[src/rtl/i2c_trk_pkg.sv]
// Shared definitions for the I2C address/direction status tracker.
// Assumes SCL and SDA are already synchronous to clk.
package i2c_trk_pkg;

    // Edge and condition pulses derived from the bus, one clk wide
    typedef struct packed {
        logic scl_rise;
        logic scl_fall;
        logic start;
        logic stop;
    } bus_ev_t;

    // Width of the extension pattern check at the top of the address
    localparam int EXT_BITS_DEF = 4;

endpackage

[src/rtl/i2c_trk_events.sv]
// Bus event detector: turns sampled SCL/SDA levels into edge, START and
// STOP pulses, plus edge pulses for the enable and arbitration inputs.
// Assumes inputs are glitch-free and synchronous; the idle bus is high.
module i2c_trk_events
    import i2c_trk_pkg::*;
(
    input  logic    clk,
    input  logic    rst_n,
    input  logic    scl,
    input  logic    sda,
    input  logic    en,
    input  logic    arb_lost,
    output bus_ev_t ev,
    output logic    en_fall,
    output logic    arb_rise
);

    logic scl_q, sda_q, en_q, arb_q;

    // Keep last sampled level of each watched input
    always_ff @(posedge clk) begin
        if (!rst_n) begin
            scl_q <= 1'b1;
            sda_q <= 1'b1;
            en_q  <= 1'b0;
            arb_q <= 1'b0;
        end else begin
            scl_q <= scl;
            sda_q <= sda;
            en_q  <= en;
            arb_q <= arb_lost;
        end
    end

    // Derive one-clock event pulses from current and previous levels
    always_comb begin
        ev.scl_rise = scl & ~scl_q;
        ev.scl_fall = ~scl & scl_q;
        ev.start    = scl & scl_q & sda_q & ~sda;
        ev.stop     = scl & scl_q & ~sda_q & sda;
        en_fall     = en_q & ~en;
        arb_rise    = arb_lost & ~arb_q;
    end

endmodule

[src/rtl/i2c_trk_framer.sv]
// Frame tracker: counts SCL clocks 1..9 within each frame, shifts in the
// first frame's address bits and flags the 8th clock (address/direction
// evaluation), the 9th clock window and the end of the first frame.
// Assumes START/STOP pulses never coincide with an SCL edge.
module i2c_trk_framer
    import i2c_trk_pkg::*;
#(
    parameter int ADDR_W = 7
) (
    input  logic              clk,
    input  logic              rst_n,
    input  bus_ev_t           ev,
    input  logic              sda,
    output logic              addr_eval,
    output logic [ADDR_W-1:0] addr_bits,
    output logic              dir_bit,
    output logic              ack_slot,
    output logic              arm_pulse
);

    localparam int ACK_BIT = ADDR_W + 2;
    localparam int CNT_W   = $clog2(ACK_BIT + 1);
    localparam logic [CNT_W-1:0] ACK_CNT  = CNT_W'(ACK_BIT);
    localparam logic [CNT_W-1:0] ADDR_CNT = CNT_W'(ADDR_W);

    logic [CNT_W-1:0]  cnt_q;
    logic              first_q;
    logic [ADDR_W-1:0] shift_q;

    // Count clocks, shift bits and track whether this is the first frame
    always_ff @(posedge clk) begin
        if (!rst_n) begin
            cnt_q   <= '0;
            first_q <= 1'b0;
            shift_q <= '0;
        end else if (ev.start || ev.stop) begin
            cnt_q   <= '0;
            first_q <= ev.start;
        end else begin
            if (ev.scl_rise) begin
                cnt_q   <= (cnt_q == ACK_CNT) ? CNT_W'(1) : cnt_q + CNT_W'(1);
                shift_q <= {shift_q[ADDR_W-2:0], sda};
            end
            if (ev.scl_fall && cnt_q == ACK_CNT)
                first_q <= 1'b0;
        end
    end

    // Decode frame positions for the flag logic
    always_comb begin
        addr_eval = ev.scl_rise & first_q & (cnt_q == ADDR_CNT);
        addr_bits = shift_q;
        dir_bit   = sda;
        ack_slot  = (cnt_q == ACK_CNT);
        arm_pulse = ev.scl_fall & first_q & ack_slot;
    end

endmodule

[src/rtl/i2c_trk_flags.sv]
// Status flag logic: address match, extension code, transmit status and
// the SDA output enable, applying the set and clear priorities.
// Assumes all event inputs are single-clock pulses from the framer/events.
module i2c_trk_flags #(
    parameter int ADDR_W = 7,
    parameter int EXT_W  = 4
) (
    input  logic              clk,
    input  logic              rst_n,
    input  logic              en,
    input  logic              is_ctrl,
    input  logic [ADDR_W-1:0] own_addr,
    input  logic              exit_cmd,
    input  logic              wait_rel,
    input  logic              en_fall,
    input  logic              arb_rise,
    input  logic              start,
    input  logic              stop,
    input  logic              addr_eval,
    input  logic [ADDR_W-1:0] addr_bits,
    input  logic              dir_bit,
    input  logic              ack_slot,
    input  logic              arm_pulse,
    output logic              addr_hit,
    output logic              ext_code,
    output logic              tx_mode,
    output logic              sda_oe
);

    logic hit_q, ext_q, tx_q, armed_q;
    logic ext_pat, addr_clr, tx_clr;

    // Extension pattern check on the top address bits, if configured
    generate
        if (EXT_W > 0) begin : g_ext
            always_comb ext_pat = (&addr_bits[ADDR_W-1 -: EXT_W]) |
                                  ~(|addr_bits[ADDR_W-1 -: EXT_W]);
        end else begin : g_no_ext
            always_comb ext_pat = 1'b0;
        end
    endgenerate

    // Collect clear conditions for each flag group
    always_comb begin
        addr_clr = start | stop | exit_cmd | en_fall;
        tx_clr   = stop | exit_cmd | en_fall | arb_rise |
                   (wait_rel & ack_slot & tx_q);
    end

    // Address-match and extension-code flags
    always_ff @(posedge clk) begin
        if (!rst_n) begin
            hit_q <= 1'b0;
            ext_q <= 1'b0;
        end else if (addr_clr) begin
            hit_q <= 1'b0;
            ext_q <= 1'b0;
        end else if (en && addr_eval) begin
            hit_q <= hit_q | (addr_bits == own_addr);
            ext_q <= ext_q | ext_pat;
        end
    end

    // Transmit status by role
    always_ff @(posedge clk) begin
        if (!rst_n)
            tx_q <= 1'b0;
        else if (tx_clr)
            tx_q <= 1'b0;
        else if (start)
            tx_q <= en & is_ctrl;
        else if (en && addr_eval)
            tx_q <= is_ctrl ? (tx_q & ~dir_bit) : dir_bit;
    end

    // Arm the output enable once the first frame's 9th clock has ended
    always_ff @(posedge clk) begin
        if (!rst_n)
            armed_q <= 1'b0;
        else if (start || stop)
            armed_q <= 1'b0;
        else if (arm_pulse)
            armed_q <= 1'b1;
    end

    assign addr_hit = hit_q;
    assign ext_code = ext_q;
    assign tx_mode  = tx_q;
    assign sda_oe   = tx_q & armed_q;

endmodule

[src/rtl/i2c_addr_status.sv]
// Top of the I2C address/direction status tracker. Connects the event
// detector, frame tracker and flag logic. Assumes scl_in/sda_in are
// synchronised to clk and each bus level lasts at least one clk.
module i2c_addr_status
    import i2c_trk_pkg::*;
#(
    parameter int ADDR_W = 7,
    parameter int EXT_W  = EXT_BITS_DEF
) (
    input  logic              clk,
    input  logic              rst_n,
    input  logic              scl_in,
    input  logic              sda_in,
    input  logic              en,
    input  logic              is_ctrl,
    input  logic [ADDR_W-1:0] own_addr,
    input  logic              exit_cmd,
    input  logic              wait_rel,
    input  logic              arb_lost,
    output logic              addr_hit,
    output logic              ext_code,
    output logic              tx_mode,
    output logic              sda_oe
);

    bus_ev_t           ev;
    logic              en_fall, arb_rise;
    logic              addr_eval, dir_bit, ack_slot, arm_pulse;
    logic [ADDR_W-1:0] addr_bits;

    i2c_trk_events u_ev (
        .clk      (clk),
        .rst_n    (rst_n),
        .scl      (scl_in),
        .sda      (sda_in),
        .en       (en),
        .arb_lost (arb_lost),
        .ev       (ev),
        .en_fall  (en_fall),
        .arb_rise (arb_rise)
    );

    i2c_trk_framer #(.ADDR_W(ADDR_W)) u_frm (
        .clk       (clk),
        .rst_n     (rst_n),
        .ev        (ev),
        .sda       (sda_in),
        .addr_eval (addr_eval),
        .addr_bits (addr_bits),
        .dir_bit   (dir_bit),
        .ack_slot  (ack_slot),
        .arm_pulse (arm_pulse)
    );

    i2c_trk_flags #(.ADDR_W(ADDR_W), .EXT_W(EXT_W)) u_flg (
        .clk       (clk),
        .rst_n     (rst_n),
        .en        (en),
        .is_ctrl   (is_ctrl),
        .own_addr  (own_addr),
        .exit_cmd  (exit_cmd),
        .wait_rel  (wait_rel),
        .en_fall   (en_fall),
        .arb_rise  (arb_rise),
        .start     (ev.start),
        .stop      (ev.stop),
        .addr_eval (addr_eval),
        .addr_bits (addr_bits),
        .dir_bit   (dir_bit),
        .ack_slot  (ack_slot),
        .arm_pulse (arm_pulse),
        .addr_hit  (addr_hit),
        .ext_code  (ext_code),
        .tx_mode   (tx_mode),
        .sda_oe    (sda_oe)
    );

endmodule

[config.mk]
export PLATFORM = sky130hd
export DESIGN_NAME = i2c_addr_status
export DESIGN_NICKNAME = d
export VERILOG_FILES = /design/src/rtl/i2c_trk_pkg.sv /design/src/rtl/i2c_trk_events.sv /design/src/rtl/i2c_trk_framer.sv /design/src/rtl/i2c_trk_flags.sv /design/src/rtl/i2c_addr_status.sv
export SDC_FILE = /design/constraint.sdc
export NUM_CORES = 1
export LEC_CHECK = 0
export ABC_AREA = 1
export CAP_MARGIN = 5
export CORE_MARGIN = 5
export CORE_UTILIZATION = 56
export CTS_BUF_LIST = sky130_fd_sc_hd__clkbuf_8
export CTS_CLUSTER_DIAMETER = 80
export CTS_CLUSTER_SIZE = 28
export DETAILED_ROUTE_END_ITERATION = 8
export GPL_TIMING_DRIVEN = 0
export MAX_ROUTING_LAYER = met4
export PLACE_DENSITY = 0.86
export SLEW_MARGIN = 0
export SYNTH_ARGS = -nofsm -noshare
export SYNTH_HDL_FRONTEND = slang
export SYNTH_SLANG_ARGS = --single-unit
[constraint.sdc]
create_clock -name clk -period 2.35 [get_ports clk]
set_input_delay 0.3525 -clock clk [delete_from_list [all_inputs] [get_ports clk]]
set_output_delay 0.3525 -clock clk [all_outputs]
set_load 0.005 [all_outputs]
==> impl_metrics.ini, run 1 <==
[outcome]
status = finished, final reports clean

[critical_path]
max_stage_delay_ns = 0.49
r2r_cells = 7
endpoint_kind = primary output
critPathMaxFanout = 5
cp_slowest_cell = clkdlybuf4s50_1
worstPathArrival_ns = 1.26
required_ns = 2.00
crit_chain = nand2_1 > inv_1 > clkdlybuf4s50_1
worstSetupPathType = reg2out
crit_start = u_flg.tx_mode
crit_end = sda_oe
r2r-end = u_frm.cnt_q[3]
reg2reg_from = u_ev.scl_q
r2r_setup_slack_ns = 1.16
cp-start-kind = flop

[sta]
relSlewSlack = 0.747
fmax_ghz = 0.619
rsz0062_at_grt = no
worst_pin_slew_ns = 0.380
period_needed_ns = 1.62
fin_crit_sh = 0.688
slew_viol_final = 0
hold_viol_final = 0
fin_skew_ns = 0.00155
holdWs_ns = 0.466
fin_tns_setup_ns = 0
setup_violations = 0

[cts]
clk_latency_ns = 0.25
htreeDepth = 1
cts_buffers = 3
hold_buffers = 0
clk_pin_slew_ns = 0.07
cts.sinks = 20
cts_tree = yes
post_cts_buffers = 0
cts.repair.resized = 0
cts_buffer_depth = 2
cts_root_buf = clkbuf_8

[layout]
final_common_cell = inv_1
area_delta_synth_final_pct = 27.6
diodes = 0
postLayoutCellArea_um2 = 1280
fillers = 140
finalNetCount = 180
final_cell_mix = inv_1, nand2_1, dfxtp_1
drive_gt1_frac = 0.110

[detailed_routing]
first_iter_violations = 34
firstDrtPassIters = 4
drt.antenna.violating_nets = 0
wl_per_cell_um = 11.7
drt-total-wl_mm = 2.20
via_per_inst = 5.04
vias = 947
route.detailed.drc = 0

[logic_synthesis]
synth_top_family_by_area = simple AND/OR/NAND/NOR gates
synth.ff_latch_count = 20
netlist_area_um2 = 1000
ys_seq_area_frac = 0.400
synth_top_area_share = 0.400
yosys.area_share.simple = 0.242
synth-xor-area-share = 0.0524
synth-compound-area-share = 0.175
synth_cells = 140
yosysWarnings = 0
syn_nets = 156
synthAdderAreaFrac = 0
synth_area_leaders = dfxtp_1, inv_1, nand2_1
yosysUniqueCellTypes = 24
synth_top_area_cell = dfxtp_1
yosys-mux-area-fraction = 0
syn_avg_cell_area_um2 = 7.16

[die]
die_area_um2 = 2740
die_y_um = 52.3
num_rows = 15
coreArea_um2 = 1710
die_w_um = 52.3
pin_count = 20
start_util = 0.587

[place]
gp_congestion = 0.800
dp_hpwl_mm = 1.69
port_buffers = 19
placed_cell_area_um2 = 1220

[global_route]
grt-ovfl-total = 0
grt_pass1_vias = 933
grt_usage = 0.192
grt_max_degree = 12
antenna_found_initial = 0
grt_pass1_wl_mm = 3.84

[min_path]
holdCritPathClass = reg2reg

[pwr]
p_per_area_nw_per_um2 = 557
ir_drop_uv = 563
p_leak_uw = 0.000552

[run]
cap_viol_max_count = 0
logic make-up after synthesis:
group / Yosys count
and+or+nand+nor: 51
buffers and inverters: 34
AOI/OAI and AO/OA: 29
DFF: 20
xor gates and xnor gates: 6
final cells by class:
| type | instances | area [um2] | area share |
|---|---|---|---|
| Multi-Input combinational cell | 86 | 470 | 0.368 |
| Sequential cell | 20 | 400 | 0.313 |
| Timing Repair Buffer | 19 | 190 | 0.149 |
| Inverter | 32 | 120 | 0.0939 |
| Clock buffer | 4 | 55.1 | 0.0431 |
| Tap cell | 25 | 31.3 | 0.0245 |
| Buffer | 2 | 11.3 | 0.00881 |
where the power goes:
part	internal, uW	leakage, uW	switching, uW
clock	149	0.0000288	109
sequential	351	0.000163	9.84
combinational	46.7	0.000360	47.1
flip-flops by register name, summed over array words and instances, names as in the netlist:
name / count
u_ev.arb_q: 1
u_ev.en_q: 1
u_ev.scl_q: 1
u_ev.sda_q: 1
u_flg.addr_hit: 1
u_flg.armed_q: 1
u_flg.ext_code: 1
u_flg.tx_mode: 1
u_frm.addr_bits: 7
u_frm.cnt_q: 4
u_frm.first_q: 1
synthesized netlist by cell type:
cell	n
clkbuf_1	1
a21oi_4	1
dfxtp_1	20
a31oi_1	1
inv_2	4
o21ai_2	1
o21ai_0	10
nand3_1	9
xor2_1	2
nor2_4	2
nor3_1	1
xnor2_1	4
inv_1	28
a21oi_1	11
nand3_4	1
nand4_1	1
buf_4	1
o22ai_1	3
o21bai_1	1
a211oi_2	1
nand2_2	1
nor2_1	10
nand2_1	24
nor2_2	2
worst min path at each step:
stage / slack, ns / cells after the start / start / to
after floorplan: 0.44 / 2 / u_flg.addr_hit / u_flg.addr_hit
after global placement: 0.44 / 2 / u_flg.addr_hit / u_flg.addr_hit
after detailed placement: 0.46 / 2 / u_flg.addr_hit / u_flg.addr_hit
after CTS: 0.47 / 2 / u_flg.addr_hit / u_flg.addr_hit
after global routing: 0.50 / 2 / u_flg.addr_hit / u_flg.addr_hit
final: 0.47 / 2 / u_flg.addr_hit / u_flg.addr_hit
worst max-delay path: cells and delay by family, from the launching register on:
family                 cells  cell delay (ns)
flip-flops                 1             0.40
AND/OR/NAND/NOR            1             0.07
buffers and inverters      2             0.54
layer usage:
layer  vias up  part of all wire  routed length [um]  GRT usage
li1        484                 -                   -          -
met1       432              0.40                 871      0.197
met2        27              0.53                1160      0.339
met3         4             0.061                 134     0.0541
met4         0             0.013                  29     0.0809
met5         -                 0                   0          -
metrics by stage:
stage | std cells | total power (uW) | util | setup WS (ns)
2_1_floorplan | 140 | 420 | - | 1.30
3_3_place_gp | 184 | 457 | 0.716 | 0.673
3_5_place_dp | 184 | 461 | 0.716 | 0.651
4_1_cts | 188 | 716 | 0.749 | 0.725
5_1_grt | 188 | 745 | 0.749 | 0.651
6_report | 188 | 713 | 0.749 | 0.734
No activity file was read; power rests on OpenSTA's default activity.
==> run 2, diff against run 1 <==
- CORE_UTILIZATION: 56 -> 47
- PLACE_DENSITY: 0.86 -> 0.77
- clock period: 2.35 -> 1.46 ns (I/O delays scaled with it)
==> run 2 against run 1 <==
  * Clock power increased by 36%
  * Combinational power increased by 60%
  * Die area increased by 15%
  * Routed wire length decreased by 5.7%
  * Clock-buffer cell count decreased by 1
  * Register-to-register slack got worse by 0.87 ns
  * Critical path type unchanged
==> impl_metrics.ini, run 2 (synthesis results as in run 1) <==
[sta]
period_needed_ns = 1.35
relSlewSlack = 0.716
fin_crit_sh = 0.922
worst_pin_slew_ns = 0.426
setup_violations = 0
hold_viol_final = 0
rsz0062_at_grt = no
fin_skew_ns = 0.00307
slew_viol_final = 0
fmax_ghz = 0.743
fin_tns_setup_ns = 0

[pwr]
p_per_area_nw_per_um2 = 847
p_leak_uw = 0.000565
ir_drop_uv = 627

[cts]
cts_root_buf = clkbuf_8
cts_tree = yes
cts_buffer_depth = 2
htreeDepth = 1
cts.sinks = 20
clk_latency_ns = 0.25
post_cts_buffers = 0
cts_buffers = 3
clk_pin_slew_ns = 0.07

[critical_path]
crit_chain = clkdlybuf4s50_1
reg2reg_from = u_ev.scl_q
critPathBufInv = 1
crit_family = buffers and inverters
endpoint_kind = primary output
worstSetupPathType = reg2out
max_stage_delay_ns = 0.50
r2r-end = u_frm.cnt_q[3]
r2r_cells = 7
worstPathArrival_ns = 1.13
critPathMaxFanout = 5
cp_slowest_cell = clkdlybuf4s50_1
required_ns = 1.24
cp-start-kind = flop
r2r_setup_slack_ns = 0.29

[place]
placed_cell_area_um2 = 1230
port_buffers = 19
gp_congestion = 0.802
dp_hpwl_mm = 1.65

[die]
die_w_um = 56.2
pin_count = 20
num_rows = 16
coreArea_um2 = 2000
die_y_um = 56.2
die_area_um2 = 3160
start_util = 0.501

[detailed_routing]
drt.antenna.violating_nets = 0
first_iter_violations = 19
drt-total-wl_mm = 2.07
vias = 903
route.detailed.drc = 0
via_per_inst = 4.78
wl_per_cell_um = 11.0
firstDrtPassIters = 5

[global_route]
grt_usage = 0.148
grt_pass1_wl_mm = 3.55
grt_pass1_vias = 866
grt-ovfl-total = 0
antenna_found_initial = 0
grt_max_degree = 11

[min_path]
hold_depth = 2
hold_end = u_flg.addr_hit
hp-start = u_flg.addr_hit
holdCritPathClass = reg2reg

[layout]
postLayoutCellArea_um2 = 1270
diodes = 0
final_common_cell = inv_1
fillers = 189
final_util = 0.636
largest_reg_flops = 7
drive_gt1_frac = 0.111
area_delta_synth_final_pct = 27.1
finalNetCount = 180
final_cell_mix = inv_1, nand2_1, dfxtp_1

[run]
cap_viol_max_count = 0

[outcome]
status = finished, final reports clean
[run 2: stage by stage]
step	setup slack, ns	hold slack (ns)	std cells	power (uW)
4_1_cts	0.0122	0.451	189	1090
3_5_place_dp	-0.108	0.440	186	741
5_1_grt	0.0751	0.491	189	1130
6_report	0.114	0.448	189	1080
3_3_place_gp	-0.0917	0.441	186	737
2_1_floorplan	0.415	0.312	140	676
[run 2: area by class of cell]
cell class	instances	area, um2	area share
Buffer	2	11.3	0.00884
Tap cell	27	33.8	0.0265
Sequential cell	20	404	0.317
Timing Repair Buffer	19	193	0.151
Multi-Input combinational cell	86	470	0.369
Clock buffer	3	41.3	0.0324
Inverter	32	120	0.0943
[run 2: power by group]
part           switching [uW]  leakage (uW)  total [uW]  internal [uW]
Sequential               14.6      0.000164         578            563
Combinational            74.5      0.000379         150           75.2
Clock                     168     0.0000216         351            183
[run 2: how the worst max path moves through the flow]
stage / start / end / cells past startpoint
2_1_floorplan: u_ev.scl_q / u_frm.cnt_q[3] / 7
3_3_place_gp: scl_in / u_flg.tx_mode / 8
3_5_place_dp: scl_in / u_flg.tx_mode / 8
4_1_cts: u_flg.tx_mode / sda_oe / 3
5_1_grt: scl_in / u_flg.tx_mode / 8
6_report: u_flg.tx_mode / tx_mode / 1
[run 2: what timing repair did]
action,CTS,global route
pin swaps,0,0
hold buffers,0,0
endpoints found under the setup margin,1,1
gates resized for setup,1,2
cloned,0,0
[run 2: metal layers]
| metal | vias up | track usage | routed length, um |
|---|---|---|---|
| met5 | - | - | 0 |
| li1 | 483 | - | - |
| met2 | 20 | 0.244 | 996 |
| met3 | 6 | 0.0348 | 109 |
| met1 | 394 | 0.159 | 900 |
| met4 | 0 | 0.0915 | 65 |
==> run 3, diff against run 2 <==
- CORE_UTILIZATION: 47 -> 52
- PLACE_DENSITY: 0.77 -> 0.8
- clock period: 1.46 -> 1.5 ns (I/O delays scaled with it)
==> run 3 against run 2 <==
  * Power up 15%
  * Clock power is 52% higher
  * Sequential power shrank 3%
  * Flip-flop and latch count is the same
==> impl_metrics.ini, run 3 (synthesis results as in run 1) <==
[sta]
fmax_ghz = 0.742
fin_tns_setup_ns = 0
relSlewSlack = 0.730
rsz0062_at_grt = no
slew_viol_final = 0
fin_skew_ns = 0.00249
period_needed_ns = 1.35
hold_viol_final = 0
holdWs_ns = 0.451
worst_pin_slew_ns = 0.405
fin_crit_sh = 0.899
setup_violations = 0

[global_route]
grt_pass1_wl_mm = 3.80
antenna_found_initial = 0
grt_pass1_vias = 932
grt_max_degree = 13
grt_usage = 0.186
grt-ovfl-total = 0

[die]
coreArea_um2 = 1780
pin_count = 20
die_y_um = 53.9
num_rows = 15
die_area_um2 = 2910
start_util = 0.562
die_w_um = 53.9

[pwr]
p_int_uw = 977
p_per_area_nw_per_um2 = 956
p_leak_uw = 0.000579
netSwitchingFraction = 0.214
power_frac_seq = 0.452
ir_drop_uv = 833
totalPowerFinal_uw = 1240
combPwrFrac = 0.118
switchingPower_uw = 266
pwr-share-clk = 0.430

[cts]
hold_buffers = 0
cts_root_buf = clkbuf_8
cts_tree = yes
cts_buffer_depth = 2
cts_buffers = 3
htreeDepth = 1
cts.sinks = 20
clk_latency_ns = 0.26
clk_pin_slew_ns = 0.07

[place]
placed_cell_area_um2 = 1220
gp_congestion = 0.799
port_buffers = 19
dp_hpwl_mm = 1.67

[detailed_routing]
wl_met1_um = 907
wl_met2_mm = 1.11
vias = 934
drt-total-wl_mm = 2.16
via_per_inst = 4.97
drt.antenna.violating_nets = 0
wl_per_cell_um = 11.5
highest_layer = met4
first_iter_violations = 13
route.detailed.drc = 0
wl_met3_um = 72
firstDrtPassIters = 4

[layout]
area_delta_synth_final_pct = 29.8
fillers = 145
largest_reg_flops = 7
postLayoutCellArea_um2 = 1300
diodes = 0
seqCellArea_um2 = 404
final_util = 0.730
drive_gt1_frac = 0.117
finalNetCount = 180
final_common_cell = inv_1
multi_input_area_um2 = 470
final_cell_mix = inv_1, nand2_1, dfxtp_1

[critical_path]
crit_family = buffers and inverters
crit_chain = clkdlybuf4s50_1
critPathBufInv = 1
critPathMaxFanout = 5
worstSetupPathType = reg2out
worstPathArrival_ns = 1.12
required_ns = 1.27
max_stage_delay_ns = 0.50
cp_slowest_cell = clkdlybuf4s50_1
cp-start-kind = flop
endpoint_kind = primary output

[run]
cap_viol_max_count = 0

[min_path]
holdCritPathClass = reg2reg

[outcome]
status = finished, final reports clean
## run 3: cell types whose count changed in the layout (fill, tap and decap cells not counted)
| cell | before | now |
|---|---|---|
| bufinv_16 | 0 | 1 |
## run 3: power groups by stage
| stage | Combinational, uW | Clock (uW) | Sequential [uW] |
|---|---|---|---|
| 3_3_place_gp | 141 | 0 | 576 |
| 2_1_floorplan | 84.7 | 0 | 573 |
| 5_1_grt | 164 | 563 | 565 |
| 6_report | 147 | 534 | 563 |
| 3_5_place_dp | 144 | 0 | 577 |
| 4_1_cts | 148 | 548 | 564 |
## run 3: final cells by class
type | count | share of cell area
well taps | 25 | 0.0240
multi-input cells | 86 | 0.362
inverters | 32 | 0.0923
flip-flops and latches | 20 | 0.311
clock inverters | 1 | 0.0231
clock buffers | 3 | 0.0317
repair buffers | 19 | 0.148
plain buffers | 2 | 0.00865
## run 3: through the flow
stage | std cells | setup slack, ns
floorplan | 140 | 0.455
global placement | 184 | -0.0505
detailed placement | 184 | -0.0956
CTS | 188 | 0.0383
global route | 188 | 0.0548
finish | 188 | 0.152
## run 3: metal layers
layer  GRT usage  up-vias
met5           -        -
met4       0.111        0
met3      0.0222        8
met2       0.333       15
met1       0.194      425
li1            -      486
## run 3: worst paths after layout
| kind | from | endpoint | slack, ns | cells after the start |
|---|---|---|---|---|
| worst min-delay path | u_flg.addr_hit | u_flg.addr_hit | 0.45 | 2 |
| worst max register to register | u_ev.scl_q | u_frm.addr_bits[4] | 0.30 | 5 |
| worst min register to register | u_flg.addr_hit | u_flg.addr_hit | 0.45 | 2 |
| worst max-delay path | u_flg.tx_mode | tx_mode | 0.15 | 1 |
## run 3: what timing repair did
action,CTS,global route
gates resized for setup,1,2
endpoints found under the setup margin,1,1
endpoints found under the hold margin,0,0
buffers inserted,0,0
